--- config.mk ---
export PLATFORM = sky130hd
export DESIGN_NAME = i2c_dual_slave
export DESIGN_NICKNAME = d
export VERILOG_FILES = /design/src/rtl/i2c_dual_pkg.sv /design/src/rtl/i2c_line_edges.sv /design/src/rtl/i2c_cfg_store.sv /design/src/rtl/i2c_dual_slave.sv
export SDC_FILE = /design/constraint.sdc
export NUM_CORES = 1
export LEC_CHECK = 0
export ABC_AREA = 1
export ABC_CLOCK_PERIOD_IN_PS = 1630
export BUFFER_PORTS_ARGS = -buffer_cell sky130_fd_sc_hd__buf_2
export CORE_MARGIN = 3
export CORE_UTILIZATION = 45
export CTS_BUF_LIST = sky130_fd_sc_hd__clkbuf_4 sky130_fd_sc_hd__clkbuf_8
export CTS_CLUSTER_DIAMETER = 60
export DETAILED_ROUTE_END_ITERATION = 16
export GPL_ROUTABILITY_DRIVEN = 0
export GPL_TIMING_DRIVEN = 0
export PLACE_DENSITY = 0.77
export RECOVER_POWER = 100
export SKIP_CTS_REPAIR_TIMING = 1
export SYNTH_ARGS = -nofsm -noshare
export SYNTH_HDL_FRONTEND = slang
export SYNTH_HIERARCHICAL = 1
export SYNTH_SLANG_ARGS = --single-unit
--- constraint.sdc ---
create_clock -name clk -period 1.63 [get_ports clk]
set_input_delay 0.0815 -clock clk [delete_from_list [all_inputs] [get_ports clk]]
set_output_delay 0.0815 -clock clk [all_outputs]
set_load 0.005 [all_outputs]
--- src/rtl/i2c_dual_pkg.sv ---
package i2c_dual_pkg;
    typedef enum logic [2:0] {
        ST_IDLE, ST_RX, ST_ACK, ST_TX, ST_TXACK, ST_HOLD, ST_IGNORE
    } fsm_e;

    typedef enum logic [1:0] {TGT_NONE, TGT_CFG, TGT_MEM} tgt_e;

    localparam int CFG_WIN_BIT  = 5;
    localparam int CFG_ERR_BIT  = 4;
    localparam int CFG_BUSY_BIT = 3;
    localparam int CFG_NACK_BIT = 2;
endpackage

--- src/rtl/i2c_line_edges.sv ---
module i2c_line_edges (
    input  logic clk,
    input  logic rst_n,
    input  logic scl_i,
    input  logic sda_i,
    output logic scl_rise_o,
    output logic scl_fall_o,
    output logic start_o,
    output logic stop_o,
    output logic sda_s_o
);
    typedef struct packed {
        logic scl1;
        logic scl2;
        logic sda1;
        logic sda2;
    } edge_t;

    edge_t e_d, e_q;

    always_comb begin
        e_d      = e_q;
        e_d.scl1 = scl_i;
        e_d.scl2 = e_q.scl1;
        e_d.sda1 = sda_i;
        e_d.sda2 = e_q.sda1;
    end

    always_ff @(posedge clk or negedge rst_n) begin
        if (!rst_n) e_q <= '{scl1: 1'b1, scl2: 1'b1, sda1: 1'b1, sda2: 1'b1};
        else        e_q <= e_d;
    end

    assign scl_rise_o = e_q.scl1 & ~e_q.scl2;
    assign scl_fall_o = ~e_q.scl1 & e_q.scl2;
    assign start_o    = e_q.scl1 & e_q.scl2 & e_q.sda2 & ~e_q.sda1;
    assign stop_o     = e_q.scl1 & e_q.scl2 & ~e_q.sda2 & e_q.sda1;
    assign sda_s_o    = e_q.sda1;
endmodule

--- src/rtl/i2c_cfg_store.sv ---
module i2c_cfg_store import i2c_dual_pkg::*; #(
    parameter int REG_W  = 8,
    parameter int CTL_W  = 3,
    parameter int SIZE_W = 2
) (
    input  logic             clk,
    input  logic             rst_n,
    input  logic             wr_en_i,
    input  logic [CTL_W-1:0] wr_ctl_i,
    input  logic             busy_i,
    input  logic             rsp_valid_i,
    input  logic             rsp_err_i,
    input  logic             rsp_prot_i,
    output logic [REG_W-1:0] value_o,
    output logic             nack_o,
    output logic [SIZE_W-1:0] size_o
);
    localparam int RSV_W = REG_W - CFG_WIN_BIT - 1;

    typedef struct packed {
        logic             win;
        logic             err;
        logic [CTL_W-1:0] ctl;
    } cfg_t;

    cfg_t c_d, c_q;

    always_comb begin
        c_d = c_q;
        if (wr_en_i) c_d.ctl = wr_ctl_i;
        if (rsp_valid_i) begin
            c_d.win = rsp_prot_i;
            c_d.err = rsp_err_i;
        end
    end

    always_ff @(posedge clk or negedge rst_n) begin
        if (!rst_n) c_q <= '0;
        else        c_q <= c_d;
    end

    assign value_o = {{RSV_W{1'b0}}, c_q.win, c_q.err, busy_i, c_q.ctl};
    assign nack_o  = c_q.ctl[CFG_NACK_BIT];
    assign size_o  = c_q.ctl[SIZE_W-1:0];


    flag_capture_chk: assert property (@(posedge clk) disable iff (!rst_n)
        rsp_valid_i |=> (value_o[CFG_WIN_BIT] == $past(rsp_prot_i)) &&
                        (value_o[CFG_ERR_BIT] == $past(rsp_err_i)));


    ctl_write_chk: assert property (@(posedge clk) disable iff (!rst_n)
        wr_en_i |=> (value_o[CTL_W-1:0] == $past(wr_ctl_i)));
endmodule

--- src/rtl/i2c_dual_slave.sv ---
module i2c_dual_slave import i2c_dual_pkg::*; #(
    parameter int ADDR_W = 7,
    parameter int BYTE_W = 8,
    parameter int SIZE_W = 2,
    parameter int CTL_W  = 3
) (
    input  logic              clk,
    input  logic              rst_n,
    input  logic              scl_i,
    input  logic              sda_i,
    output logic              scl_oe_o,
    output logic              sda_oe_o,
    input  logic [ADDR_W-1:0] mem_addr_i,
    input  logic [ADDR_W-1:0] cfg_addr_i,
    input  logic              stretch_en_i,
    output logic              req_valid_o,
    output logic              req_write_o,
    output logic [BYTE_W-1:0] req_wdata_o,
    output logic [SIZE_W-1:0] req_size_o,
    input  logic              rsp_valid_i,
    input  logic [BYTE_W-1:0] rsp_rdata_i,
    input  logic              rsp_err_i,
    input  logic              rsp_prot_i
);
    localparam int CNT_W = $clog2(BYTE_W + 1);
    localparam logic [CNT_W-1:0] CNT_FULL = CNT_W'(BYTE_W);
    localparam logic [CNT_W-1:0] CNT_LAST = CNT_W'(BYTE_W - 1);

    typedef struct packed {
        fsm_e              st;
        tgt_e              tgt;
        logic              rw;
        logic              addr_ph;
        logic [CNT_W-1:0]  cnt;
        logic [BYTE_W-1:0] sh;
        logic              sda_oe;
        logic              scl_oe;
        logic              m_ack;
        logic              req_v;
        logic              req_w;
        logic [BYTE_W-1:0] req_d;
        logic              busy;
        logic [BYTE_W-1:0] rd;
        logic              cfg_we;
    } regs_t;

    regs_t r_d, r_q;

    logic scl_rise, scl_fall, start_det, stop_det, sda_s;
    logic [BYTE_W-1:0] cfg_val;
    logic              cfg_nack;
    logic [SIZE_W-1:0] cfg_size;

    i2c_line_edges u_edges (
        .clk        (clk),
        .rst_n      (rst_n),
        .scl_i      (scl_i),
        .sda_i      (sda_i),
        .scl_rise_o (scl_rise),
        .scl_fall_o (scl_fall),
        .start_o    (start_det),
        .stop_o     (stop_det),
        .sda_s_o    (sda_s)
    );

    i2c_cfg_store #(.REG_W(BYTE_W), .CTL_W(CTL_W), .SIZE_W(SIZE_W)) u_cfg (
        .clk         (clk),
        .rst_n       (rst_n),
        .wr_en_i     (r_q.cfg_we),
        .wr_ctl_i    (r_q.sh[CTL_W-1:0]),
        .busy_i      (r_q.busy),
        .rsp_valid_i (rsp_valid_i),
        .rsp_err_i   (rsp_err_i),
        .rsp_prot_i  (rsp_prot_i),
        .value_o     (cfg_val),
        .nack_o      (cfg_nack),
        .size_o      (cfg_size)
    );

    logic [ADDR_W-1:0] rx_addr;
    logic [BYTE_W-1:0] tx_byte;
    logic              stall, adv, hold;

    assign rx_addr = r_q.sh[BYTE_W-1 -: ADDR_W];
    assign tx_byte = (r_q.tgt == TGT_CFG) ? cfg_val : r_q.rd;
    assign stall   = stretch_en_i & r_q.busy;

    always_comb begin
        r_d        = r_q;
        r_d.req_v  = 1'b0;
        r_d.cfg_we = 1'b0;
        adv        = 1'b0;
        hold       = 1'b0;

        if (rsp_valid_i) begin
            r_d.busy = 1'b0;
            if (!r_q.req_w) r_d.rd = rsp_rdata_i;
        end

        case (r_q.st)
            ST_RX: begin
                if (scl_rise && r_q.cnt != CNT_FULL) begin
                    r_d.sh  = {r_q.sh[BYTE_W-2:0], sda_s};
                    r_d.cnt = r_q.cnt + 1'b1;
                end else if (scl_fall && r_q.cnt == CNT_FULL) begin
                    if (r_q.addr_ph) begin
                        r_d.addr_ph = 1'b0;
                        r_d.rw      = r_q.sh[0];
                        if (rx_addr == cfg_addr_i) begin
                            r_d.tgt    = TGT_CFG;
                            r_d.st     = ST_ACK;
                            r_d.sda_oe = 1'b1;
                        end else if (rx_addr == mem_addr_i && !cfg_nack) begin
                            r_d.tgt    = TGT_MEM;
                            r_d.st     = ST_ACK;
                            r_d.sda_oe = 1'b1;
                            if (r_q.sh[0] && !r_q.busy) begin
                                r_d.req_v = 1'b1;
                                r_d.req_w = 1'b0;
                                r_d.busy  = 1'b1;
                            end
                        end else begin
                            r_d.tgt = TGT_NONE;
                            r_d.st  = ST_IGNORE;
                        end
                    end else begin
                        r_d.st     = ST_ACK;
                        r_d.sda_oe = 1'b1;
                        if (r_q.tgt == TGT_CFG) begin
                            r_d.cfg_we = 1'b1;
                        end else if (!r_q.busy) begin
                            r_d.req_v = 1'b1;
                            r_d.req_w = 1'b1;
                            r_d.req_d = r_q.sh;
                            r_d.busy  = 1'b1;
                        end
                    end
                end
            end
            ST_ACK: begin
                if (scl_fall) begin
                    r_d.sda_oe = 1'b0;
                    if (stall) hold = 1'b1;
                    else       adv  = 1'b1;
                end
            end
            ST_TX: begin
                if (scl_fall) begin
                    if (r_q.cnt == CNT_LAST) begin
                        r_d.sda_oe = 1'b0;
                        r_d.st     = ST_TXACK;
                        r_d.cnt    = '0;
                    end else begin
                        r_d.sh     = {r_q.sh[BYTE_W-2:0], 1'b0};
                        r_d.cnt    = r_q.cnt + 1'b1;
                        r_d.sda_oe = ~r_q.sh[BYTE_W-2];
                    end
                end
            end
            ST_TXACK: begin
                if (scl_rise) begin
                    r_d.m_ack = ~sda_s;
                    if (!sda_s && r_q.tgt == TGT_MEM && !r_q.busy) begin
                        r_d.req_v = 1'b1;
                        r_d.req_w = 1'b0;
                        r_d.busy  = 1'b1;
                    end
                end else if (scl_fall) begin
                    if (!r_q.m_ack)  r_d.st = ST_IGNORE;
                    else if (stall)  hold   = 1'b1;
                    else             adv    = 1'b1;
                end
            end
            ST_HOLD: begin
                if (!r_q.busy || !stretch_en_i) begin
                    r_d.scl_oe = 1'b0;
                    adv        = 1'b1;
                end
            end
            default: ;
        endcase

        if (hold) begin
            r_d.st     = ST_HOLD;
            r_d.scl_oe = 1'b1;
        end

        if (adv) begin
            r_d.cnt = '0;
            if (r_q.rw) begin
                r_d.st     = ST_TX;
                r_d.sh     = tx_byte;
                r_d.sda_oe = ~tx_byte[BYTE_W-1];
            end else begin
                r_d.st = ST_RX;
                r_d.sh = '0;
            end
        end

        if (start_det) begin
            r_d.st      = ST_RX;
            r_d.addr_ph = 1'b1;
            r_d.tgt     = TGT_NONE;
            r_d.cnt     = '0;
            r_d.sh      = '0;
            r_d.sda_oe  = 1'b0;
            r_d.scl_oe  = 1'b0;
        end else if (stop_det) begin
            r_d.st     = ST_IDLE;
            r_d.sda_oe = 1'b0;
            r_d.scl_oe = 1'b0;
        end
    end

    always_ff @(posedge clk or negedge rst_n) begin
        if (!rst_n) begin
            r_q     <= '0;
            r_q.st  <= ST_IDLE;
            r_q.tgt <= TGT_NONE;
        end else begin
            r_q <= r_d;
        end
    end

    assign scl_oe_o    = r_q.scl_oe;
    assign sda_oe_o    = r_q.sda_oe;
    assign req_valid_o = r_q.req_v;
    assign req_write_o = r_q.req_w;
    assign req_wdata_o = r_q.req_d;
    assign req_size_o  = cfg_size;


    stretch_gate_chk: assert property (@(posedge clk) disable iff (!rst_n)
        (scl_oe_o && !stretch_en_i) |=> !scl_oe_o);


    req_pulse_chk: assert property (@(posedge clk) disable iff (!rst_n)
        req_valid_o |=> !req_valid_o);


    busy_flag_chk: assert property (@(posedge clk) disable iff (!rst_n)
        req_valid_o |-> cfg_val[CFG_BUSY_BIT]);


    start_release_chk: assert property (@(posedge clk) disable iff (!rst_n)
        start_det |=> (!sda_oe_o && !scl_oe_o));
endmodule

-- Yosys cells after proc, flatten, opt, wreduce, memory -nomap -nowiden
Index checks and enable logic that the tools add are counted.
- register bits after elaboration: 51
- bits in latches: 0
- RAM bits: 0
- ROM bits: 0
- input bits: 30
- output and inout port bits: 14
- word-level logic and storage cells: 185
- memories: 0
- add/sub/neg operators: 1
- multipliers: 0
- divide/modulo/power cells: 0
- magnitude comparators: 0
- eq/ne operators: 32
- shifts and indexed selects: 0
- muxes and demuxes: 81
- bitwise logic cells: 19
- reduce and logical (&&, ||, !) cells: 30
- operators with widths (operator ; count):
    11-bit 2-to-1 mux ; 4
    6-bit != test, second input constant ; 7
    8-bit 2-to-1 mux ; 5
    13-bit 2-to-1 mux ; 3
    1-bit 2-to-1 mux ; 33
    3-bit 2-to-1 mux ; 10
    12-bit one-hot mux with 2 select lines ; 1
    2-bit 2-to-1 mux ; 10
    4-bit != test, second input constant ; 4
    3-bit != test, second input constant ; 5
    7-bit == test ; 2
    7-bit 2-to-1 mux ; 2
    12-bit 2-to-1 mux ; 1
    4-bit 2-to-1 mux ; 3
    4-bit AND reduction ; 3
    4-bit nonzero test ; 3
    1-bit inverter ; 11
    5-bit 2-to-1 mux ; 2
    2-bit != test, second input constant ; 5
    10-bit AND reduction ; 1
    9-bit 2-to-1 mux ; 1
    3-bit one-hot mux with 3 select lines ; 1
    1-bit AND ; 8
    8-bit AND reduction ; 1
    other kinds (19) ; 37

-- Logic depth before layout (Yosys ltp)
Gate-level depths: netlist of run 1.
- depth in word-level cells: 12
- depth in mapped cells: 13
- mapped depth without buffers: 13

-- Modules after synthesis
Netlist of run 1, hierarchy kept.
- modules (own cells, without submodules) (module ; times used ; cells each ; area an instance (um^2) ; seq. area each (um^2)):
    i2c_dual_slave ; 1 ; 379 ; 2742.6 ; 1051.0
    i2c_cfg_store ; 1 ; 29 ; 237.7 ; 125.1
    i2c_line_edges ; 1 ; 15 ; 146.4 ; 105.1

-- Worst setup path after synthesis of run 1
Ideal clock, no wire load.
- path type: register to register
- start: register u_edges/e_q[2] (netlist name)
- end: register r_q, in the netlist req_wdata_o[1]
- setup time: 0.128 ns
- arrival time: 1.649 ns
- data required time: 1.502 ns
- slack: -0.146 ns
- cell stages (with the launch flop): 7
- buffers on the path: 0
- period minus slack after synthesis: 1.776 ns
- cells stage by stage: dfstp_2 > inv_1 > nor2_1 > nand4_1 > nor2_2 > nand4_4 > mux2_1
- elaborated cells between the ends (all ways): 7
- those cells by class: 4 x bitwise; 3 x reduce/logical
- RTL lines (item ; RTL line ; source):
    start: declaration ; i2c_line_edges.sv:19 ; edge_t e_d, e_q;
    start signal: assignment ; i2c_line_edges.sv:30 ; if (!rst_n) e_q <= '{scl1: 1'b1, scl2: 1'b1, sda1: 1'b1, sda2: 1'b1};
    1-bit AND ; i2c_line_edges.sv:35 ; assign scl_fall_o = ~e_q.scl1 & e_q.scl2;
    net scl_fall ; i2c_dual_slave.sv:49 ; logic scl_rise, scl_fall, start_det, stop_det, sda_s;
    1-bit logical AND ; i2c_dual_slave.sv:105 ; end else if (scl_fall && r_q.cnt == CNT_FULL) begin
    6-bit AND reduction (no source line) ; n/a ;
    end signal: assignment ; i2c_dual_slave.sv:221 ; r_q <= r_d;
    end: declaration ; i2c_dual_slave.sv:47 ; regs_t r_d, r_q;
The timed path passes the listed nets, and every way through them passes these cells.
A chain may end at the register's enable or synchronous reset.

-- Worst setup path in the final report of run 1
- start: register u_edges/e_q[2] (netlist name)
- end: register r_q[41] (netlist name)
- longest elaborated chain between the ends: 8
- elaborated cells between the ends (all ways): 31
- those cells by class: 7 x eq/ne; 12 x mux; 8 x bitwise; 4 x reduce/logical
- ends and longest elaborated chain (item ; RTL line ; source):
    1-bit AND (*) ; i2c_line_edges.sv:35 ;
    net scl_fall ; i2c_dual_slave.sv:49 ;
    1-bit 2-to-1 mux ; i2c_dual_slave.sv:168 ; end else if (scl_fall) begin
    1-bit 2-to-1 mux ; i2c_dual_slave.sv:161 ; if (scl_rise) begin
    1-bit one-hot mux with 2 select lines ; i2c_dual_slave.sv:100 ; case (r_q.st)
    3-bit 2-to-1 mux ; i2c_dual_slave.sv:183 ; if (hold) begin
    3-bit 2-to-1 mux ; i2c_dual_slave.sv:188 ; if (adv) begin
    3-bit 2-to-1 mux ; i2c_dual_slave.sv:208 ; end else if (stop_det) begin
    3-bit 2-to-1 mux ; i2c_dual_slave.sv:200 ; if (start_det) begin
Mark *: on every way through the listed nets, which the timed path passes. The rest lies on a longest branch.

==> flow_summary.json, run 1 <==
{
  "antenna_found_initial": 0,
  "yosysTopAreaCellShare_pct": 37.6,
  "yosysWarnings": 6,
  "outcome": "finished, violations left",
  "initial_core_util_pct": 47.9,
  "h-tree-depth": 2,
  "stdcell_count": 595,
  "p_leak_nw": 2.27,
  "fin_skew_ns": 0.00680,
  "diodes": 0,
  "synth_seq_cells": 51,
  "hold_viol": 51,
  "cts.sinks": 51,
  "fp.coreArea_um2": 6530,
  "worstMarginPinSlew_ns": 1.11,
  "grt_pass1_wl_um": 11800,
  "required_ns": 1.90,
  "drc": 0,
  "path_buf_inv": 4,
  "syn_to_final_growth_pct": 37.3,
  "whs_ns": -0.0349,
  "p_per_area_nw_per_um2": 1120,
  "vias_per_cell": 5.27,
  "overflow": 0,
  "finalSetupViolCount": 31,
  "grt_pass1_vias": 2686,
  "fp.dieW_um": 89.4,
  "ir_drop_v": 0.000469,
  "drt-initial-drc-count": 270,
  "arrival_ns": 2.24,
  "postSynthCellCount": 423,
  "startpoint_type": "register",
  "violations": "negative hold slack, negative setup slack",
  "fill_cells": 504,
  "hold_class": "primary input to asynchronous set/reset pin",
  "p_switching_mw": 2.03,
  "synth_largest_area_cell": "dfrtp_1",
  "cts_tree": "built",
  "port_buffers": 43,
  "pwr-share-comb_pct": 47.1,
  "grt_usage_pct": 19.3,
  "clk-insertion-delay-late_ns": 0.32,
  "max_cap_violations": 0,
  "final_util_pct": 65.7,
  "postSynth.asyncResetShare_pct": 100,
  "seq_power_share_pct": 36.8,
  "yosysSeqAreaShare_pct": 41.0,
  "cp_slowest_stage_delay_ns": 0.55,
  "cp_cell_sequence": "inv_2 > nor2_4 > buf_6 > nand4_1 > o21ai_1 > inv_2 > buf_4 > nand3_1 > o21bai_1 > nand3_1 > nand2_1",
  "grt_max_degree": 52,
  "numCtsBuffers": 5,
  "row_count": 29,
  "relSlewSlack_pct": 25.8,
  "critPathMaxFanout": 5,
  "dp_hpwl_um": 5330,
  "wl_um": 8840,
  "ioPinCount": 44,
  "clockBufferDepth": 2,
  "drtPass1Iterations": 5,
  "setup_ws_ns": -0.348,
  "rsz0062_at_grt": "yes",
  "pre_cts_slack_ns": -0.344,
  "die_h_um": 89.4,
  "clockRootBuffer": "clkbuf_8",
  "path_clk_slew_ns": 0.09,
  "crit_slowest_cell": "dfstp_2",
  "max_freq_ghz": 0.506,
  "synth_commonest_cells": "133 x nand2_1, 51 x inv_1, 47 x dfrtp_1",
  "path_delay_family": "simple AND/OR/NAND/NOR gates",
  "synth.area.top_cells": "dfrtp_1 38%, nand2_1 16%, inv_1 6.1%",
  "drv_slew": 0,
  "critical_path_class": "register to register",
  "min_period_ns": 1.98,
  "wl_per_cell_um": 14.9,
  "netlist_area_um2": 3130,
  "finalCritPeriodShare_pct": 121,
  "dieArea_um2": 7980,
  "nets": 549,
  "endpoint_kind": "register",
  "synth_ff_type": "dfrtp_1",
  "synth_cell_types": 31,
  "synth_most_common_cell": "nand2_1",
  "ant_nets": 0,
  "synth_edf_count": 0,
  "switching_share_pct": 42.3,
  "layout-drive-gt1-share_pct": 41.5,
  "pwr-share-clk_pct": 16.1,
  "placed_cells": 544,
  "intPower_mw": 2.77,
  "vias": 3137,
  "syn_avg_cell_area_um2": 7.39
}
-- power by group through the flow --
| stage | clock, mW | combinational [mW] | sequential, mW |
|---|---|---|---|
| after global routing | 0.838 | 2.48 | 1.80 |
| after floorplan | 0 | 1.20 | 1.70 |
| after CTS | 0.767 | 1.54 | 1.74 |
| after detailed placement | 0 | 1.53 | 1.76 |
| final | 0.773 | 2.27 | 1.77 |
| after global placement | 0 | 1.48 | 1.75 |
-- cell families after synthesis --
kind of cell	count (synthesis)	synth area share, %
other	1	0.120
buffers and inverters	77	11.6
AOI/OAI and AO/OA	40	7.60
adders and majority gates	2	0.800
xor gates and xnor gates	8	2.24
DFF	51	41.0
muxes	9	3.24
and+or+nand+nor	235	33.4
-- worst paths after layout --
check	from	end	slack, ns	cells after the start
setup reg to reg	u_edges/e_q[2]	r_q[41]	-0.35	11
hold reg to reg	u_edges/sda_s_o	u_edges/e_q[0]	0.40	0
max in group asynchronous	rst_n	r_q[40]	0.91	1
setup / recovery	u_edges/e_q[2]	r_q[41]	-0.35	11
min in group clk	rsp_rdata_i[6]	r_q[7]	-0.01	2
hold / removal	rst_n	req_wdata_o[3]	-0.03	1
-- area by class of cell --
cell class	instances	area (um2)	area share, %
Timing Repair Buffer	86	622	14.5
Multi-Input combinational cell	296	1800	41.9
Inverter	57	228	5.30
Sequential cell	51	1280	29.9
Clock inverter	1	5.00	0.117
Clock buffer	7	83.8	1.95
Tap cell	77	96.3	2.24
Buffer	20	175	4.08
-- placed cells by master, fill, tap and decap left out, drive strengths merged, types with 2 or more instances in the layout --
| cell | Yosys | final |
|---|---|---|
| buf | 20 | 97 |
| o21ai | 35 | 35 |
| nand2 | 141 | 141 |
| mux2 | 9 | 9 |
| xnor2 | 5 | 5 |
| nand3 | 39 | 39 |
| nor3 | 4 | 4 |
| conb | 1 | 2 |
| dfstp | 4 | 4 |
| clkbuf | 0 | 10 |
| dlygate4sd3 | 0 | 6 |
| a21oi | 3 | 3 |
| nand4 | 7 | 7 |
| dfrtp | 47 | 47 |
| inv | 57 | 56 |
| nor2 | 44 | 44 |
| ha | 2 | 2 |
| xor2 | 3 | 3 |
-- metal layers --
metal  part of all wire (%)  global-route usage (%)  vias up  wire length [um]
met2                     49                    32.6      164              4350
met5                      0                       0        -                 0
li1                       -                       -     1502                 -
met1                     41                    24.6     1440              3610
met3                    7.0                    3.13       31               619
met4                    3.0                    7.31        0               263
-- flip-flops by register name, indices dropped and copies added, names as in the netlist, 2 cells and up --
signal / count
r_q: 30
req_wdata_o: 8
u_cfg/size_o: 2
u_cfg/value_o: 2
u_edges/e_q: 2
-- per-stage QoR --
stage / area [um2] / setup TNS, ns / power [mW]
floorplan: 3140 / -0.336 / 2.90
global placement: 3450 / -5.73 / 3.23
detailed placement: 3450 / -6.81 / 3.29
CTS: 3540 / -7.65 / 4.05
global route: 4290 / -8.31 / 5.12
finish: 4290 / -5.79 / 4.81
Note: power is estimated with default switching activity, not from simulation.
==> inputs of run 2 (changes only) <==
--- a/config.mk
+++ b/config.mk
@@ -5,7 +5,6 @@
 export SDC_FILE = /design/constraint.sdc
 export NUM_CORES = 1
 export LEC_CHECK = 0
-export ABC_AREA = 1
 export ABC_CLOCK_PERIOD_IN_PS = 1630
 export BUFFER_PORTS_ARGS = -buffer_cell sky130_fd_sc_hd__buf_2
 export CORE_MARGIN = 3
@@ -18,6 +17,7 @@
 export PLACE_DENSITY = 0.77
 export RECOVER_POWER = 100
 export SKIP_CTS_REPAIR_TIMING = 1
+export SKIP_LAST_GASP = 1
 export SYNTH_ARGS = -nofsm -noshare
 export SYNTH_HDL_FRONTEND = slang
 export SYNTH_HIERARCHICAL = 1
==> run 2 against run 1 <==
Net effect:
- sequential power up 25%
- critical path depth is 2 lower
- core utilization decreased by 4.2 points
- first-iteration DRC count decreased by 25%
- global-route usage is 1.2 points lower
- critical path type unchanged
- final cell count shrank 31%
- sequential cell count is the same
- sequential share of layout area increased by 4.5 points
- the flow still finishes with violations (negative hold slack, negative setup slack)
- combinational power up 21%
==> flow_summary.json, run 2 <==
{
  "cts.sinks": 51,
  "met3_usage_pct": 2.85,
  "clk-insertion-delay-late_ns": 0.31,
  "arrival_ns": 2.32,
  "reg2regPathDepth": 9,
  "worstMarginPinSlew_ns": 1.16,
  "largest_reg_flops": 30,
  "violations": "negative hold slack, negative setup slack",
  "drtPass1Iterations": 4,
  "grtUsageMet1_pct": 25.0,
  "placed_cells": 386,
  "fp.dieW_um": 86.2,
  "ir_drop_v": 0.000650,
  "fin_skew_ns": 0.0122,
  "r2r-start": "u_edges/e_q[2]",
  "vias": 2366,
  "grt_pass1_wl_um": 10600,
  "dp_hpwl_um": 4570,
  "antenna_found_initial": 0,
  "seq_power_share_pct": 36.7,
  "top_register": "r_q",
  "hold_viol": 2,
  "cts_tree": "built",
  "clockRootBuffer": "clkbuf_8",
  "row_count": 28,
  "clockBufferDepth": 2,
  "yosysSeqAreaShare_pct": 44.2,
  "rr_endpoint": "r_q[28]",
  "ioPinCount": 44,
  "grt_max_degree": 52,
  "max_freq_ghz": 0.472,
  "min_period_ns": 2.12,
  "nets": 367,
  "initial_core_util_pct": 47.8,
  "reg2reg_slack_ns": -0.49,
  "synth_commonest_cells": "47 x dfrtp_1, 22 x mux2_2, 16 x a21oi_1",
  "critPathMaxFanout": 8,
  "met2_usage_pct": 28.8,
  "finalSetupViolCount": 32,
  "startpoint_type": "register",
  "synth_most_common_cell": "dfrtp_1",
  "p_per_area_nw_per_um2": 1620,
  "synth_largest_area_cell": "dfrtp_1",
  "hold_class": "primary input to asynchronous set/reset pin",
  "grt_pass1_vias": 2208,
  "synth_edf_count": 0,
  "layout-drive-gt1-share_pct": 47.3,
  "endpoint_kind": "register",
  "switching_share_pct": 37.3,
  "final_cell_mix": "46 x buf_2, 46 x dfrtp_1, 27 x buf_4",
  "outcome": "finished, violations left",
  "netlist_area_um2": 2900,
  "finalCritPeriodShare_pct": 130,
  "h-tree-depth": 2,
  "numCtsBuffers": 5,
  "pwr-share-clk_pct": 17.7,
  "drv_slew": 0,
  "drc": 0,
  "pwr-share-comb_pct": 45.6,
  "syn_to_final_growth_pct": 28.7,
  "yosysWarnings": 6,
  "synth_cell_types": 58,
  "ant_nets": 0,
  "required_ns": 1.83,
  "p_total_mw": 6.03,
  "wl_per_cell_um": 17.3,
  "stdcell_count": 411,
  "yosysTopAreaCellShare_pct": 40.6,
  "busiest_layer": "met2",
  "grt_usage_pct": 18.1,
  "setup_ws_ns": -0.488,
  "relSlewSlack_pct": 22.9,
  "fp.coreArea_um2": 6060,
  "postSynthCellCount": 267,
  "wl_um": 7120,
  "synth_ff_type": "dfrtp_1",
  "path_clk_slew_ns": 0.09,
  "drt-initial-drc-count": 202,
  "dieArea_um2": 7440,
  "critical_path_class": "register to register",
  "diodes": 0,
  "vias_per_cell": 5.76,
  "overflow": 0,
  "intPower_mw": 3.78,
  "die_h_um": 86.2,
  "p_switching_mw": 2.25,
  "postSynth.asyncResetShare_pct": 100,
  "synth_seq_cells": 51,
  "p_leak_nw": 1.65,
  "rsz0062_at_grt": "yes",
  "syn_avg_cell_area_um2": 10.9,
  "whs_ns": -0.00356,
  "synth.area.top_cells": "dfrtp_1 41%, mux2_2 8.5%, buf_4 3.9%",
  "port_buffers": 43,
  "max_cap_violations": 0
}
==> run 2: changes by cell type after synthesis, moves of 6 or more <==
| cell | change |
|---|---|
| a21oi_1 | +13 |
| a21oi_2 | +9 |
| a2bb2oi_1 | +8 |
| inv_1 | -48 |
| inv_2 | -6 |
| mux2_2 | +14 |
| mux2i_1 | +9 |
| nand2_1 | -119 |
| nand3_1 | -30 |
| nor2_1 | -28 |
| nor2b_1 | +8 |
| o21ai_0 | -20 |
| o21ai_2 | -9 |
| xor2_1 | +7 |
==> run 2: cells by family (layout without fill, tap and decap cells) <==
family	count (synthesis)	after routing	share of synthesized area, %
AND/OR/NAND/NOR	78	78	16.6
AO/OA/AOI/OAI	61	61	15.8
adder cells (fa/ha/maj)	2	2	0.863
flip-flops	51	51	44.2
buffers and inverters	28	96	6.26
multiplexers	31	31	11.7
XOR/XNOR	15	15	4.53
other	1	2	0.129
==> run 2: cell type report <==
type	instances	area (um2)
clock inverters	2	60.1
plain buffers	23	175
multi-input cells	189	1640
clock buffers	6	76.3
fillers	488	2330
flip-flops and latches	51	1280
inverters	3	11.3
well taps	75	93.8
repair buffers	62	389
==> run 2: power groups by stage <==
stage	Combinational [mW]	Sequential, mW	Clock (mW)
2_1_floorplan	1.82	2.02	0
3_3_place_gp	2.22	2.14	0
3_5_place_dp	2.29	2.16	0
4_1_cts	2.30	2.13	1.08
5_1_grt	2.99	2.28	1.12
6_report	2.75	2.21	1.06
==> run 2: critical path: stages, from the launching register on <==
cell,delay [ns]
dfstp_2,0.58
nor2b_4,0.06
buf_4,0.14
nor2b_1,0.12
a221o_1,0.33
a22o_4,0.25
a31o_4,0.27
buf_12,0.15
nor2_4,0.08
a21oi_2,0.03
==> run 2: worst max-delay path by stage <==
stage | start | end | slack, ns | cells after the start
6_report | u_edges/e_q[2] | r_q[28] | -0.49 | 9
3_5_place_dp | u_edges/e_q[2] | r_q[41] | -0.67 | 6
4_1_cts | u_edges/e_q[2] | r_q[40] | -0.68 | 7
5_1_grt | u_edges/e_d[2] | r_q[24] | -0.57 | 8
3_3_place_gp | u_edges/e_q[2] | r_q[39] | -0.63 | 7
2_1_floorplan | u_edges/e_q[2] | r_q[41] | -0.31 | 6
==> run 2: layer usage <==
metal  part of all wire, %  wire length [um]
met3                   5.0               359
met4                   2.1               151
met2                    49              3520
met1                    43              3090
met5                     0                 0
==> run 2: metrics by stage <==
step	instance area (um2)	setup slack, ns	TNS [ns]	utilization, %
after detailed placement	3230	-0.673	-18.02	53.2
after CTS	3360	-0.676	-18.50	55.5
after floorplan	2920	-0.315	-7.30	-
after global routing	3730	-0.570	-12.53	61.5
final	3730	-0.488	-9.99	61.5
after global placement	3230	-0.633	-16.85	53.2
==> inputs of run 3 (changes only) <==
--- a/config.mk
+++ b/config.mk
@@ -8,13 +8,13 @@
 export ABC_CLOCK_PERIOD_IN_PS = 1630
 export BUFFER_PORTS_ARGS = -buffer_cell sky130_fd_sc_hd__buf_2
 export CORE_MARGIN = 3
-export CORE_UTILIZATION = 45
+export CORE_UTILIZATION = 34
 export CTS_BUF_LIST = sky130_fd_sc_hd__clkbuf_4 sky130_fd_sc_hd__clkbuf_8
 export CTS_CLUSTER_DIAMETER = 60
 export DETAILED_ROUTE_END_ITERATION = 16
 export GPL_ROUTABILITY_DRIVEN = 0
 export GPL_TIMING_DRIVEN = 0
-export PLACE_DENSITY = 0.77
+export PLACE_DENSITY = 0.63
 export RECOVER_POWER = 100
 export SKIP_CTS_REPAIR_TIMING = 1
 export SKIP_LAST_GASP = 1
==> run 3 against run 2 <==
Net effect:
- the flow still finishes with violations (negative hold slack, negative setup slack)
- clock skew up 0.00098 ns
- combinational power barely moved
- clock-buffer cell count fell by 1
- wire length down 0.42%
- maximum frequency grew 1.1%
- critical path depth stayed put
- via count fell by 3.8%
- non-clock buffer count up 7
- sequential share of layout area decreased by 0.61 points
- largest power group unchanged
==> flow_summary.json, run 3 (synthesized netlist as in run 2, its figures left out) <==
{
  "outcome": "finished, violations left",
  "violations": "negative hold slack, negative setup slack",
  "endpoint_kind": "register",
  "p_per_area_nw_per_um2": 1510,
  "row_count": 33,
  "pre_cts_slack_ns": -0.697,
  "dp_hpwl_um": 4750,
  "vias": 2275,
  "nets": 374,
  "fin_area_um2": 3800,
  "drtPass1Iterations": 7,
  "die_h_um": 98.3,
  "initial_core_util_pct": 35.1,
  "reg2regPathDepth": 9,
  "diodes": 0,
  "final_cell_mix": "45 x buf_2, 44 x dfrtp_1, 30 x buf_4",
  "port_buffers": 43,
  "setup.worst_path.start": "u_edges/e_q[2]",
  "tns_ns": -10.74,
  "cts_tree": "built",
  "numCtsBuffers": 5,
  "largest_reg_flops": 30,
  "path_clk_slew_ns": 0.09,
  "hold_viol": 6,
  "arrival_ns": 2.30,
  "vias_per_cell": 5.08,
  "required_ns": 1.83,
  "max_freq_ghz": 0.477,
  "setup_ws_ns": -0.466,
  "hold_class": "primary input to asynchronous set/reset pin",
  "p_total_mw": 5.74,
  "r2r-start": "u_edges/e_q[2]",
  "placed_cell_area_um2": 3260,
  "max_cap_violations": 0,
  "top_register": "r_q",
  "ant_nets": 0,
  "min_period_ns": 2.10,
  "overflow": 0,
  "stdcell_count": 448,
  "grt_usage_pct": 13.8,
  "critical_path_class": "register to register",
  "antenna_found_initial": 0,
  "fp.dieW_um": 98.3,
  "rsz0062_at_grt": "yes",
  "placed_cells": 416,
  "grt_max_degree": 52,
  "clockBufferDepth": 2,
  "drc": 0,
  "wl_um": 7090,
  "ioPinCount": 44,
  "startpoint_type": "register",
  "p_leak_nw": 1.68,
  "cts.sinks": 51,
  "rr_endpoint": "r_q[28]",
  "layout-drive-gt1-share_pct": 49.0,
  "grt_pass1_vias": 2130,
  "whs_ns": -0.00553,
  "finalSetupViolCount": 33,
  "drv_slew": 0,
  "worstMarginPinSlew_ns": 1.16,
  "syn_to_final_growth_pct": 31.3,
  "h-tree-depth": 2,
  "critPathMaxFanout": 8,
  "mostFrequentLayoutCell": "buf_2",
  "clockRootBuffer": "clkbuf_8",
  "fp.coreArea_um2": 8260,
  "relSlewSlack_pct": 22.5,
  "reg2reg_slack_ns": -0.47,
  "wl_per_cell_um": 15.8,
  "drt-initial-drc-count": 107,
  "ir_drop_v": 0.000458,
  "grt_pass1_wl_um": 10900,
  "clk-insertion-delay-late_ns": 0.31,
  "fin_skew_ns": 0.0131,
  "dieArea_um2": 9670,
  "finalCritPeriodShare_pct": 129
}
-- run 3: cell count changes in the layout (fill, tap and decap cells not counted), sizes merged --
cell / change
bufinv: -2
clkinv: +1
clkinvlp: +1
buf: +6
inv: +1
-- run 3: per-layer routing --
layer  track usage, %  up-vias  routed length, um
li1                 -     1099                  -
met3             2.86        8                302
met2             21.5       47               3410
met1             19.5     1121               3300
met5                0        -                  0
met4             3.68        0                 78
-- run 3: layout make-up --
cell class              count  area (um2)
fillers                   780        4450
multi-input cells         189        1650
flip-flops and latches     51        1280
repair buffers             69         455
plain buffers              23         175
well taps                 105         131
clock buffers               5        68.8
clock inverters             3        27.5
inverters                   3        11.3
-- run 3: per-stage QoR --
stage               utilization [%]  hold slack [ns]
finish                         46.1         -0.00553
CTS                            40.7           -0.147
detailed placement             39.5            0.190
global route                   46.1         0.000654
floorplan                         -           -0.214
global placement               39.5            0.189
-- run 3: how the worst max path moves through the flow --
stage / to / slack [ns] / cells after the start
floorplan: r_q[41] / -0.31 / 6
global placement: r_q[39] / -0.67 / 7
detailed placement: r_q[39] / -0.70 / 7
CTS: r_q[39] / -0.73 / 7
global route: r_q[31] / -0.52 / 8
finish: r_q[28] / -0.47 / 9
-- run 3: power breakdown --
part / total, mW / switching [mW] / internal (mW)
combinational: 2.76 / 1.29 / 1.46
sequential: 2.22 / 0.509 / 1.71
clock: 0.767 / 0.451 / 0.316
-- run 3: critical path, cell delays in order, from the launching register on --
cell     delay, ns
dfstp_2       0.58
nor2b_4       0.06
buf_6         0.11
nor2b_4       0.11
a221o_1       0.32
a22o_4        0.26
a31o_4        0.29
buf_12        0.15
nor2_4        0.07
a21oi_2       0.03
